[src/rtl/lcd_scan_pkg.sv]
package lcd_scan_pkg;
  typedef enum logic [2:0] {
    ST_START   = 3'd0,
    ST_FETCH_U = 3'd1,
    ST_FETCH_L = 3'd2,
    ST_LOAD    = 3'd3,
    ST_SHIFT   = 3'd4,
    ST_LATCH   = 3'd5
  } scan_st_t;
endpackage

[src/rtl/lcd_pitch_reg.sv]
module lcd_pitch_reg #(
  parameter int PITCH_W   = 4,
  parameter int PITCH_DEF = 6,
  parameter int PITCH_MIN = 6,
  parameter int PITCH_MAX = 8
) (
  input  logic               clk,
  input  logic               rst,
  input  logic               we,
  input  logic [PITCH_W-1:0] din,
  output logic [PITCH_W-1:0] pitch
);
  localparam logic [PITCH_W-1:0] P_DEF = PITCH_W'(PITCH_DEF);
  localparam logic [PITCH_W-1:0] P_MIN = PITCH_W'(PITCH_MIN);
  localparam logic [PITCH_W-1:0] P_MAX = PITCH_W'(PITCH_MAX);

  logic [PITCH_W-1:0] pitch_q;

  always_ff @(posedge clk) begin
    if (rst)
      pitch_q <= P_DEF;
    else if (we && din >= P_MIN && din <= P_MAX)
      pitch_q <= din;
  end

  assign pitch = pitch_q;

  AST_PITCH_LEGAL: assert property (@(posedge clk) disable iff (rst)
    (pitch_q >= P_MIN && pitch_q <= P_MAX));
  AST_PITCH_KEEP: assert property (@(posedge clk) disable iff (rst)
    (we && (din < P_MIN || din > P_MAX)) |=> $stable(pitch_q));
endmodule

[src/rtl/lcd_scan_seq.sv]
module lcd_scan_seq
  import lcd_scan_pkg::*;
#(
  parameter int ADDR_W  = 16,
  parameter int CELL_W  = 8,
  parameter int ROW_W   = 7,
  parameter int GL_W    = 4,
  parameter int PITCH_W = 4
) (
  input  logic               clk,
  input  logic               rst,
  input  logic               disp_on,
  input  logic               char_mode,
  input  logic [PITCH_W-1:0] pitch,
  input  logic [CELL_W-1:0]  cells_m1,
  input  logic [ROW_W-1:0]   duty_m1,
  input  logic [GL_W-1:0]    glyph_m1,
  input  logic [ADDR_W-1:0]  start_addr,
  input  logic [ADDR_W-1:0]  lo_off,
  output scan_st_t           st,
  output logic               ph,
  output logic               row_zero,
  output logic [ADDR_W-1:0]  mem_addr
);
  localparam int LOW_W = ADDR_W - GL_W;

  scan_st_t            st_q, st_n;
  logic                ph_q, ph_n;
  logic [PITCH_W-1:0]  bit_q, bit_n;
  logic [CELL_W-1:0]   cell_q, cell_n;
  logic [ROW_W-1:0]    row_q, row_n;
  logic [GL_W-1:0]     gl_q, gl_n;
  logic [ADDR_W-1:0]   ptr_q, ptr_n, base_q, base_n;
  logic [ADDR_W-1:0]   addr_q, addr_n;
  logic [LOW_W-1:0]    low_sum;

  always_comb begin
    st_n   = st_q;
    ph_n   = ph_q;
    bit_n  = bit_q;
    cell_n = cell_q;
    row_n  = row_q;
    gl_n   = gl_q;
    ptr_n  = ptr_q;
    base_n = base_q;
    if (!disp_on) begin
      st_n   = ST_START;
      ph_n   = 1'b0;
      bit_n  = '0;
      cell_n = '0;
      row_n  = '0;
      gl_n   = '0;
    end else begin
      unique case (st_q)
        ST_START: begin
          st_n   = ST_FETCH_U;
          ptr_n  = start_addr;
          base_n = start_addr;
        end
        ST_FETCH_U: st_n = ST_FETCH_L;
        ST_FETCH_L: st_n = ST_LOAD;
        ST_LOAD: begin
          st_n  = ST_SHIFT;
          ph_n  = 1'b0;
          bit_n = '0;
        end
        ST_SHIFT: begin
          if (!ph_q) begin
            ph_n = 1'b1;
          end else begin
            ph_n = 1'b0;
            if (bit_q == pitch - 1'b1) begin
              bit_n = '0;
              if (cell_q == cells_m1) begin
                st_n = ST_LATCH;
              end else begin
                cell_n = cell_q + 1'b1;
                ptr_n  = ptr_q + 1'b1;
                st_n   = ST_FETCH_U;
              end
            end else begin
              bit_n = bit_q + 1'b1;
            end
          end
        end
        ST_LATCH: begin
          st_n   = ST_FETCH_U;
          cell_n = '0;
          if (row_q == duty_m1) begin
            row_n  = '0;
            gl_n   = '0;
            ptr_n  = start_addr;
            base_n = start_addr;
          end else begin
            row_n = row_q + 1'b1;
            if (char_mode && gl_q != glyph_m1) begin
              gl_n  = gl_q + 1'b1;
              ptr_n = base_q;
            end else begin
              gl_n   = '0;
              ptr_n  = ptr_q + 1'b1;
              base_n = ptr_q + 1'b1;
            end
          end
        end
        default: st_n = ST_START;
      endcase
    end
  end

  // Address for the next cycle, from next-state values, so mem_addr is a flop.
  always_comb begin
    low_sum = ptr_n[LOW_W-1:0] + lo_off[LOW_W-1:0];
    if (char_mode) begin
      if (st_n == ST_FETCH_L) addr_n = {gl_n, low_sum};
      else                    addr_n = {gl_n, ptr_n[LOW_W-1:0]};
    end else begin
      if (st_n == ST_FETCH_L) addr_n = ptr_n + lo_off;
      else                    addr_n = ptr_n;
    end
  end

  always_ff @(posedge clk) begin
    if (rst) begin
      st_q   <= ST_START;
      ph_q   <= 1'b0;
      bit_q  <= '0;
      cell_q <= '0;
      row_q  <= '0;
      gl_q   <= '0;
      ptr_q  <= '0;
      base_q <= '0;
      addr_q <= '0;
    end else begin
      st_q   <= st_n;
      ph_q   <= ph_n;
      bit_q  <= bit_n;
      cell_q <= cell_n;
      row_q  <= row_n;
      gl_q   <= gl_n;
      ptr_q  <= ptr_n;
      base_q <= base_n;
      addr_q <= addr_n;
    end
  end

  assign st       = st_q;
  assign ph       = ph_q;
  assign row_zero = (row_q == '0);
  assign mem_addr = addr_q;

  AST_LO_STEP: assert property (@(posedge clk) disable iff (rst)
    (st_q == ST_FETCH_L && !char_mode && $stable(char_mode) && $stable(lo_off))
      |-> addr_q == $past(addr_q) + lo_off);
  AST_GLYPH_HOLD: assert property (@(posedge clk) disable iff (rst)
    (st_q == ST_FETCH_L && char_mode && $stable(char_mode))
      |-> addr_q[ADDR_W-1:LOW_W] == $past(addr_q[ADDR_W-1:LOW_W]));
endmodule

[src/rtl/lcd_dot_shifter.sv]
module lcd_dot_shifter
  import lcd_scan_pkg::*;
#(
  parameter int DATA_W = 8
) (
  input  logic              clk,
  input  logic              rst,
  input  scan_st_t          st,
  input  logic              ph,
  input  logic              row_zero,
  input  logic [DATA_W-1:0] rdata,
  output logic              sclk,
  output logic              dot_up,
  output logic              dot_lo,
  output logic              latch,
  output logic              frame
);
  localparam int MSB = DATA_W - 1;

  logic [DATA_W-1:0] sh_u, sh_l;
  logic sclk_q, du_q, dl_q, latch_q, frame_q;

  always_ff @(posedge clk) begin
    if (rst) begin
      sh_u <= '0;
      sh_l <= '0;
    end else begin
      if (st == ST_FETCH_L) sh_u <= rdata;
      if (st == ST_LOAD)    sh_l <= rdata;
      if (st == ST_SHIFT && ph) begin
        sh_u <= {sh_u[MSB-1:0], 1'b0};
        sh_l <= {sh_l[MSB-1:0], 1'b0};
      end
    end
  end

  always_ff @(posedge clk) begin
    if (rst) begin
      sclk_q  <= 1'b0;
      du_q    <= 1'b0;
      dl_q    <= 1'b0;
      latch_q <= 1'b0;
      frame_q <= 1'b0;
    end else begin
      sclk_q  <= (st == ST_SHIFT) && ph;
      du_q    <= (st == ST_SHIFT) && sh_u[MSB];
      dl_q    <= (st == ST_SHIFT) && sh_l[MSB];
      latch_q <= (st == ST_LATCH);
      frame_q <= (st != ST_START) && row_zero;
    end
  end

  assign sclk   = sclk_q;
  assign dot_up = du_q;
  assign dot_lo = dl_q;
  assign latch  = latch_q;
  assign frame  = frame_q;

  AST_DOTS_STEADY: assert property (@(posedge clk) disable iff (rst)
    sclk_q |-> ($stable(du_q) && $stable(dl_q)));
  AST_LATCH_SINGLE: assert property (@(posedge clk) disable iff (rst)
    latch_q |=> !latch_q);
  AST_LATCH_NO_CLK: assert property (@(posedge clk) disable iff (rst)
    latch_q |-> !sclk_q);
endmodule

[src/rtl/lcd_scan_top.sv]
module lcd_scan_top
  import lcd_scan_pkg::*;
#(
  parameter int ADDR_W  = 16,
  parameter int DATA_W  = 8,
  parameter int CELL_W  = 8,
  parameter int ROW_W   = 7,
  parameter int GL_W    = 4,
  parameter int PITCH_W = 4
) (
  input  logic               clk,
  input  logic               rst,
  input  logic               disp_on,
  input  logic               char_mode,
  input  logic               pitch_we,
  input  logic [PITCH_W-1:0] pitch_din,
  input  logic [CELL_W-1:0]  cells_m1,
  input  logic [ROW_W-1:0]   duty_m1,
  input  logic [GL_W-1:0]    glyph_m1,
  input  logic [ADDR_W-1:0]  start_addr,
  input  logic [ADDR_W-1:0]  lo_off,
  input  logic [DATA_W-1:0]  mem_rdata,
  output logic [ADDR_W-1:0]  mem_addr,
  output logic               sclk,
  output logic               dot_up,
  output logic               dot_lo,
  output logic               line_latch,
  output logic               frame_mark
);
  logic [PITCH_W-1:0] pitch;
  scan_st_t           st;
  logic               ph;
  logic               row_zero;

  lcd_pitch_reg #(.PITCH_W(PITCH_W)) u_pitch (
    .clk(clk), .rst(rst), .we(pitch_we), .din(pitch_din), .pitch(pitch)
  );

  lcd_scan_seq #(
    .ADDR_W(ADDR_W), .CELL_W(CELL_W), .ROW_W(ROW_W), .GL_W(GL_W), .PITCH_W(PITCH_W)
  ) u_seq (
    .clk(clk), .rst(rst), .disp_on(disp_on), .char_mode(char_mode), .pitch(pitch),
    .cells_m1(cells_m1), .duty_m1(duty_m1), .glyph_m1(glyph_m1),
    .start_addr(start_addr), .lo_off(lo_off),
    .st(st), .ph(ph), .row_zero(row_zero), .mem_addr(mem_addr)
  );

  lcd_dot_shifter #(.DATA_W(DATA_W)) u_shift (
    .clk(clk), .rst(rst), .st(st), .ph(ph), .row_zero(row_zero), .rdata(mem_rdata),
    .sclk(sclk), .dot_up(dot_up), .dot_lo(dot_lo), .latch(line_latch), .frame(frame_mark)
  );

  AST_OFF_QUIET: assert property (@(posedge clk) disable iff (rst)
    (!$past(disp_on) && !$past(disp_on, 2))
      |-> !(sclk || dot_up || dot_lo || line_latch || frame_mark));
endmodule

[config.mk]
export PLATFORM = sky130hd
export DESIGN_NAME = lcd_scan_top
export DESIGN_NICKNAME = d
export VERILOG_FILES = /design/src/rtl/lcd_scan_pkg.sv /design/src/rtl/lcd_pitch_reg.sv /design/src/rtl/lcd_scan_seq.sv /design/src/rtl/lcd_dot_shifter.sv /design/src/rtl/lcd_scan_top.sv
export SDC_FILE = /design/constraint.sdc
export NUM_CORES = 1
export LEC_CHECK = 0
export CAP_MARGIN = 10
export CORE_ASPECT_RATIO = 2
export CORE_UTILIZATION = 45
export CTS_CLUSTER_DIAMETER = 60
export CTS_CLUSTER_SIZE = 25
export DETAILED_ROUTE_END_ITERATION = 7
export GPL_TIMING_DRIVEN = 0
export HOLD_SLACK_MARGIN = 0.12
export PLACE_DENSITY = 0.75
export SLEW_MARGIN = 20
export SYNTH_ARGS = -nofsm -noshare
export SYNTH_HDL_FRONTEND = slang
export SYNTH_SLANG_ARGS = --single-unit
[constraint.sdc]
create_clock -name clk -period 5.7 [get_ports clk]
set_clock_uncertainty 0.2 [all_clocks]
set_input_delay 1.14 -clock clk [delete_from_list [all_inputs] [get_ports clk]]
set_output_delay 1.14 -clock clk [all_outputs]
set_load 0.01 [all_outputs]
# Word level (Yosys, flattened, before mapping)
# Cells that the tools add are included.
[op_classes]
n_mux = 34
eq_ne = 13
n_addsub = 8
bitwise = 1
magnitude_cmp = 2
reduce_logical = 21
[op_table]
columns = ["operator", "n"]
rows = [
  ["2-to-1 mux 16 bit", 8],
  ["2-to-1 mux 8 bit", 7],
  ["case mux 16 bit (3 select lines)", 1],
  ["case mux 16 bit (2 select lines)", 1],
  ["2-to-1 mux 4 bit", 6],
  ["adder 16 x 1 -> 16 bit, second input constant", 1],
  ["adder 16 bit", 1],
  ["case mux 8 bit (2 select lines)", 1],
  ["case mux 3 bit (5 select lines)", 1],
  ["adder 12 bit", 1],
  ["2-to-1 mux 12 bit", 1],
  ["2-to-1 mux 3 bit", 4],
  ["nonzero test 2 bit", 5],
  ["== test 3 x 2 -> 1 bit, second input constant", 3],
  ["adder 4 x 1 -> 4 bit, second input constant", 2],
  ["adder 8 x 1 -> 8 bit, second input constant", 1],
  ["== test 8 bit", 1],
  ["case mux 4 bit (2 select lines)", 1],
  ["adder 7 x 1 -> 7 bit, second input constant", 1],
  ["== test 7 bit", 1],
  ["logical AND 1 bit", 7],
  ["zero test 7 bit", 1],
  ["2-to-1 mux 7 bit", 1],
  ["== test 3 bit, second input constant", 2],
  ["other kinds (16)", 20],
]
[totals]
word_cells = 98
inputBits = 68
regBits = 100

# Longest topological paths before layout
[depth]
ltp_word = 9
mapped_depth = 20
ltp_nobuf = 20

# Hierarchy
# From an unflattened synthesis, not the netlist that was laid out.
[unflattened]
cells_unflattened = 773
area_unflattened_um2 = 6263.5
[by_module_without_submodules]
columns = ["module", "cells_each", "n_inst", "area_each_um2", "seq_area_each_um2"]
rows = [
  ["lcd_scan_seq", 671, 1, 5208.7, 1501.4],
  ["lcd_dot_shifter", 85, 1, 879.6, 420.4],
  ["lcd_pitch_reg", 17, 1, 175.2, 80.1],
]

# Least setup slack after synthesis
# Ideal clock, no wire load.
[synth_timing]
path_type = "input port to flip-flop"
startpoint = "input glyph_m1[3]"
endpoint = "register u_seq.addr_q[15] (netlist: u_seq.mem_addr[15])"
stages = 18
t_arrival_ps = 4811
slack_ps = 572
setup_ps = 117
path_buffers = 1
required_ps = 5383
path_cell_list = "xor2_1 o41ai_4 buf_2 mux2i_1 mux2i_1 o221ai_1 o21a_1 a21oi_1 inv_1 ha_1 and4_1 a21o_1 o2111ai_1 a31oi_1 or4bb_1 a31oi_1 xnor2_1 o22a_1"
[synth_between]
elab_chain_cells = 9
elab_cells_between_ends = 13
[synth_rtl]
columns = ["element", "line_no", "rtl"]
rows = [
  ["start: declaration", "lcd_scan_top.sv:19", "input logic [GL_W-1:0] glyph_m1,"],
  ["inequality test 4 bit", "lcd_scan_seq.sv:96", "if (char_mode && gl_q != glyph_m1) begin"],
  ["logical AND 1 bit", "lcd_scan_seq.sv:96", ""],
  ["2-to-1 mux 16 bit", "lcd_scan_seq.sv:96", ""],
  ["2-to-1 mux 16 bit", "--", ""],
  ["case mux 16 bit (3 select lines)", "lcd_scan_seq.sv:54", "unique case (st_q)"],
  ["2-to-1 mux 16 bit", "lcd_scan_seq.sv:46", "if (!disp_on) begin"],
  ["named net u_seq.ptr_n[4]", "lcd_scan_seq.sv:33", "logic [ADDR_W-1:0] ptr_q, ptr_n, base_q, base_n;"],
  ["adder 16 bit", "lcd_scan_seq.sv:118", "if (st_n == ST_FETCH_L) addr_n = ptr_n + lo_off;"],
  ["2-to-1 mux 16 bit", "lcd_scan_seq.sv:118", ""],
  ["2-to-1 mux 16 bit", "lcd_scan_seq.sv:114", "if (char_mode) begin"],
  ["end signal: assignment", "lcd_scan_seq.sv:143", "addr_q <= addr_n;"],
  ["end: declaration", "lcd_scan_seq.sv:34", "logic [ADDR_W-1:0] addr_q, addr_n;"],
]
# The timed path passes the listed nets, and every way through them passes these cells.
# A chain may end at the register's enable or synchronous reset.

# Worst setup path after layout
[layout_timing]
startpoint = "input glyph_m1[0]"
endpoint = "register u_seq.addr_q[15] (netlist: u_seq.mem_addr[15])"
# The elaborated chain is that of the path after synthesis.

==> impl_metrics.yaml <==
synth:
  synth_mux_area_frac: 0.02981
  ys_warn_count: 0
  synth_xor_area_frac: 0.09710
  syn-instance-count: 772
  synth_area_leaders: "sky130_fd_sc_hd__dfxtp_1, sky130_fd_sc_hd__nor2_1, sky130_fd_sc_hd__nand2_1"
  combinational_family_with_the_most_area_after_synthesis: "simple AND/OR/NAND/NOR gates"
  mappedNetlistArea_mm2: 0.006043
  yosysTopAreaCellShare: 0.3313
  synth_compound_gate_area_share: 0.2002
  synth.net_count: 865
  sequential_fraction_of_the_synthesis_area: 0.3313
  post_synth_fa_ha_maj_area_fraction: 0.05300
  synth_area_leader_cell: "sky130_fd_sc_hd__dfxtp_1"
  synthesized_area_per_cell_um2: 7.828
  async_flop_share: 0
  synth_flop_cell: "sky130_fd_sc_hd__dfxtp_1"
  yosys-top-cells-count: "sky130_fd_sc_hd__nor2_1, sky130_fd_sc_hd__dfxtp_1, sky130_fd_sc_hd__nand2_1"
  number_of_enable_flip_flop_cells_after_synthesis: 0
  synth_seq_cells: 100
  synth_simple_gate_area_share: 0.2468
  synth.most_common_cell: "sky130_fd_sc_hd__nor2_1"
  netlist-cell-type-count: 67
global_route:
  grt_max_degree: 16
  global_route_wire_length_before_repair_um: 30620
  grt_antenna_before_repair: 0
  gr-usage-all-layers: 0.2824
  grt_remaining_overflow: 0
  grt_pass1_vias: 6051
layout:
  n_antenna_cell: 0
  fin_area_mm2: 0.007506
  fin_nets: 965
  drive_above_1_share: 0.05473
  final_cells: 1029
  final_util: 0.5745
  area_growth_syn_to_layout_pct: 24.20
timing:
  finalHoldViolations: 0
  setup_violating_endpoint_count_in_the_final_report: 0
  post-route-min-period_ns: 5.608
  timing.final.crit_share: 0.9839
  max-slew-margin-rel: 0.2840
  max_slew.worst_pin.slew_ns: 1.066
  fmaxAchievable_mhz: 178.3
  maxSlewViolCount: 0
routing:
  vias: 6145
  routed_length_per_instance_um: 18.83
  first_iter_violations: 539
  routed_wl_um: 19370
  antenna_left: 0
  drc: 8
  vias_per_cell: 5.972
  dr.pass1.iters: 8
worst_setup_path:
  worstSetupEndpointType: "flip-flop"
  critical_path.slowest_cell: "sky130_fd_sc_hd__a21oi_1"
  crit_path_max_incr_delay_ns: 0.52
  crit-reg2reg-capture: "u_seq.mem_addr[15]"
  ff2ff_setup_slack_ns: 0.34
  critical_path_arrival_ns: 5.65
  setup.worst_path.class: "in -> reg"
  worstReg2RegStart: "u_pitch.pitch[0]"
  critical_path.cell_chain: "clkdlybuf4s50_1 -> xor2_1 -> o41ai_4 -> buf_6 -> clkbuf_2 -> a211oi_1 -> o21ai_0 -> a31oi_1 -> a21oi_1 -> inv_1 -> ha_1 -> or2_2 -> a21oi_1 -> a31oi_2 -> or4bb_1 -> a31oi_1 -> xnor2_1 -> o22a_1"
  worstPathRequired_ns: 5.74
  timing.critical_path.fanout_max: 10
  critPathLaunchType: "primary input"
  worstRegToRegCells: 19
placed_design:
  dp.cells: 1011
  io_buffer_count: 87
  place_hpwl_um: 14830
  place.gp.congestion: 1.019
  dpl-instance-area_mm2: 0.007104
clocking:
  root_buffer: "sky130_fd_sc_hd__clkbuf_16"
  cts_tree: "done"
  tritoncts_buffers: 9
  clock_insertion_delay_worst_skew_ns: 0.35
  cts-root-to-sink-buffers: 2
  htree_levels: 3
  cts_sinks: 100
  clk_transition_reported_paths_ns: 0.07
outcome:
  status: "finished with violations"
  failed_checks: "DRC"
job:
  maxCapViolCount: 0
floorplan:
  design.portCount: 89
  die_area_mm2: 0.01393
  floorplan.rows: 59
  die-width_um: 83.95
  dieHeight_um: 165.9
  fp.coreArea_mm2: 0.01307
  start_util: 0.4625
hold_path:
  min_path_cells: 2
  min_from: "u_seq.base_q[6]"
  worst_hold_path.endpoint: "u_seq.base_q[6]"
  hold_path.class: "reg -> reg"
power:
  ir_worst_vdd_uv: 210.2
  power.leakage_uw: 0.002916
  pwr_cell_area_mw_per_mm2: 230.3
[timing repair]
item                       4_1_cts  5_1_grt
cloned                           0        0
hold buffers                     0        0
setup endpoints to repair        4        4
resized for setup               10       21
pin swaps                        1        5
hold endpoints to repair         0        0
buffers inserted                 2        1
[cell type report]
class	count	area, um2
Multi-Input combinational cell	606	3869
Timing Repair Buffer	90	897.1
Fill cell	1245	5560
Clock buffer	12	236.5
Buffer	39	163.9
Clock inverter	4	50.05
Sequential cell	100	2002
Inverter	26	97.59
Tap cell	152	190.2
[stage by stage]
step	hold slack (ns)	setup slack (ns)	TNS [ns]	total power [uW]
finish	0.2588	0.09168	0	1728
global route	0.2913	-0.03126	-0.03636	1792
CTS	0.2571	0.01126	0	1715
detailed placement	0.2474	-0.7726	-3.449	1119
global placement	0.2395	-0.7275	-3.009	1115
floorplan	0.2312	0.5724	0	974.9
[critical path, delay by kind of cell]
family / cells / cell delay (ns)
buffers and inverters: 4 / 1.00
adders and majority gates: 1 / 0.32
xor gates and xnor gates: 2 / 0.27
and+or+nand+nor: 2 / 0.81
AOI/OAI and AO/OA: 9 / 2.10
[worst max path at each step]
| stage | from | to | slack, ns | depth (start not counted) |
|---|---|---|---|---|
| finish | glyph_m1[0] | u_seq.mem_addr[15] | 0.09 | 18 |
| floorplan | glyph_m1[3] | u_seq.mem_addr[15] | 0.57 | 18 |
| global route | glyph_m1[0] | u_seq.mem_addr[15] | -0.03 | 18 |
| CTS | duty_m1[5] | u_seq.mem_addr[14] | 0.01 | 21 |
| detailed placement | duty_m1[6] | u_seq.mem_addr[15] | -0.77 | 17 |
| global placement | duty_m1[6] | u_seq.mem_addr[15] | -0.73 | 17 |
[per-layer routing]
layer,routed length [um],track usage
met5,0,0
met4,1337,0.1994
met3,821,0.03628
met2,10340,0.5249
met1,6876,0.2833
[cells in the final DEF (no fill, tap or decap), drive strengths merged, types with 4 or more instances in the layout]
cell,instances
a211oi,21
a21o,9
a21oi,53
a221oi,6
a22oi,5
a311oi,10
a31oi,5
and2,5
and3,10
and4,4
buf,11
clkbuf,43
clkdlybuf4s50,87
dfxtp,100
ha,24
inv,26
mux2i,18
nand2,88
nand2b,7
nand3,28
nand4,11
nor2,109
nor2b,9
nor3,18
nor3b,6
nor4,4
o211ai,4
o21ai,24
o31ai,4
or3,9
xnor2,36
xor2,31
[power by group]
group / switching [uW] / total (uW) / internal (uW)
Sequential: 19.5 / 746 / 727
Combinational: 205 / 378 / 173
Clock: 263 / 604 / 340
[flip-flops by register name, indices dropped and copies added, names as in the netlist, 3 cells and up]
signal / cells
u_seq.cell_q: 8
u_seq.row_q: 7
u_seq.bit_q: 4
u_shift.sh_u: 8
u_shift.sh_l: 8
u_seq.st: 3
u_seq.mem_addr: 16
u_pitch.pitch: 4
u_seq.ptr_q: 16
u_seq.gl_q: 4
u_seq.base_q: 16
[logic make-up (layout without fill, tap and decap cells)]
group	count (synthesis)	after routing
AOI/OAI and AO/OA	177	177
xor gates and xnor gates	67	67
buffers and inverters	66	171
and+or+nand+nor	319	319
DFF	100	100
muxes	18	18
adders and majority gates	25	25
Power figures use the tool's default switching activity.
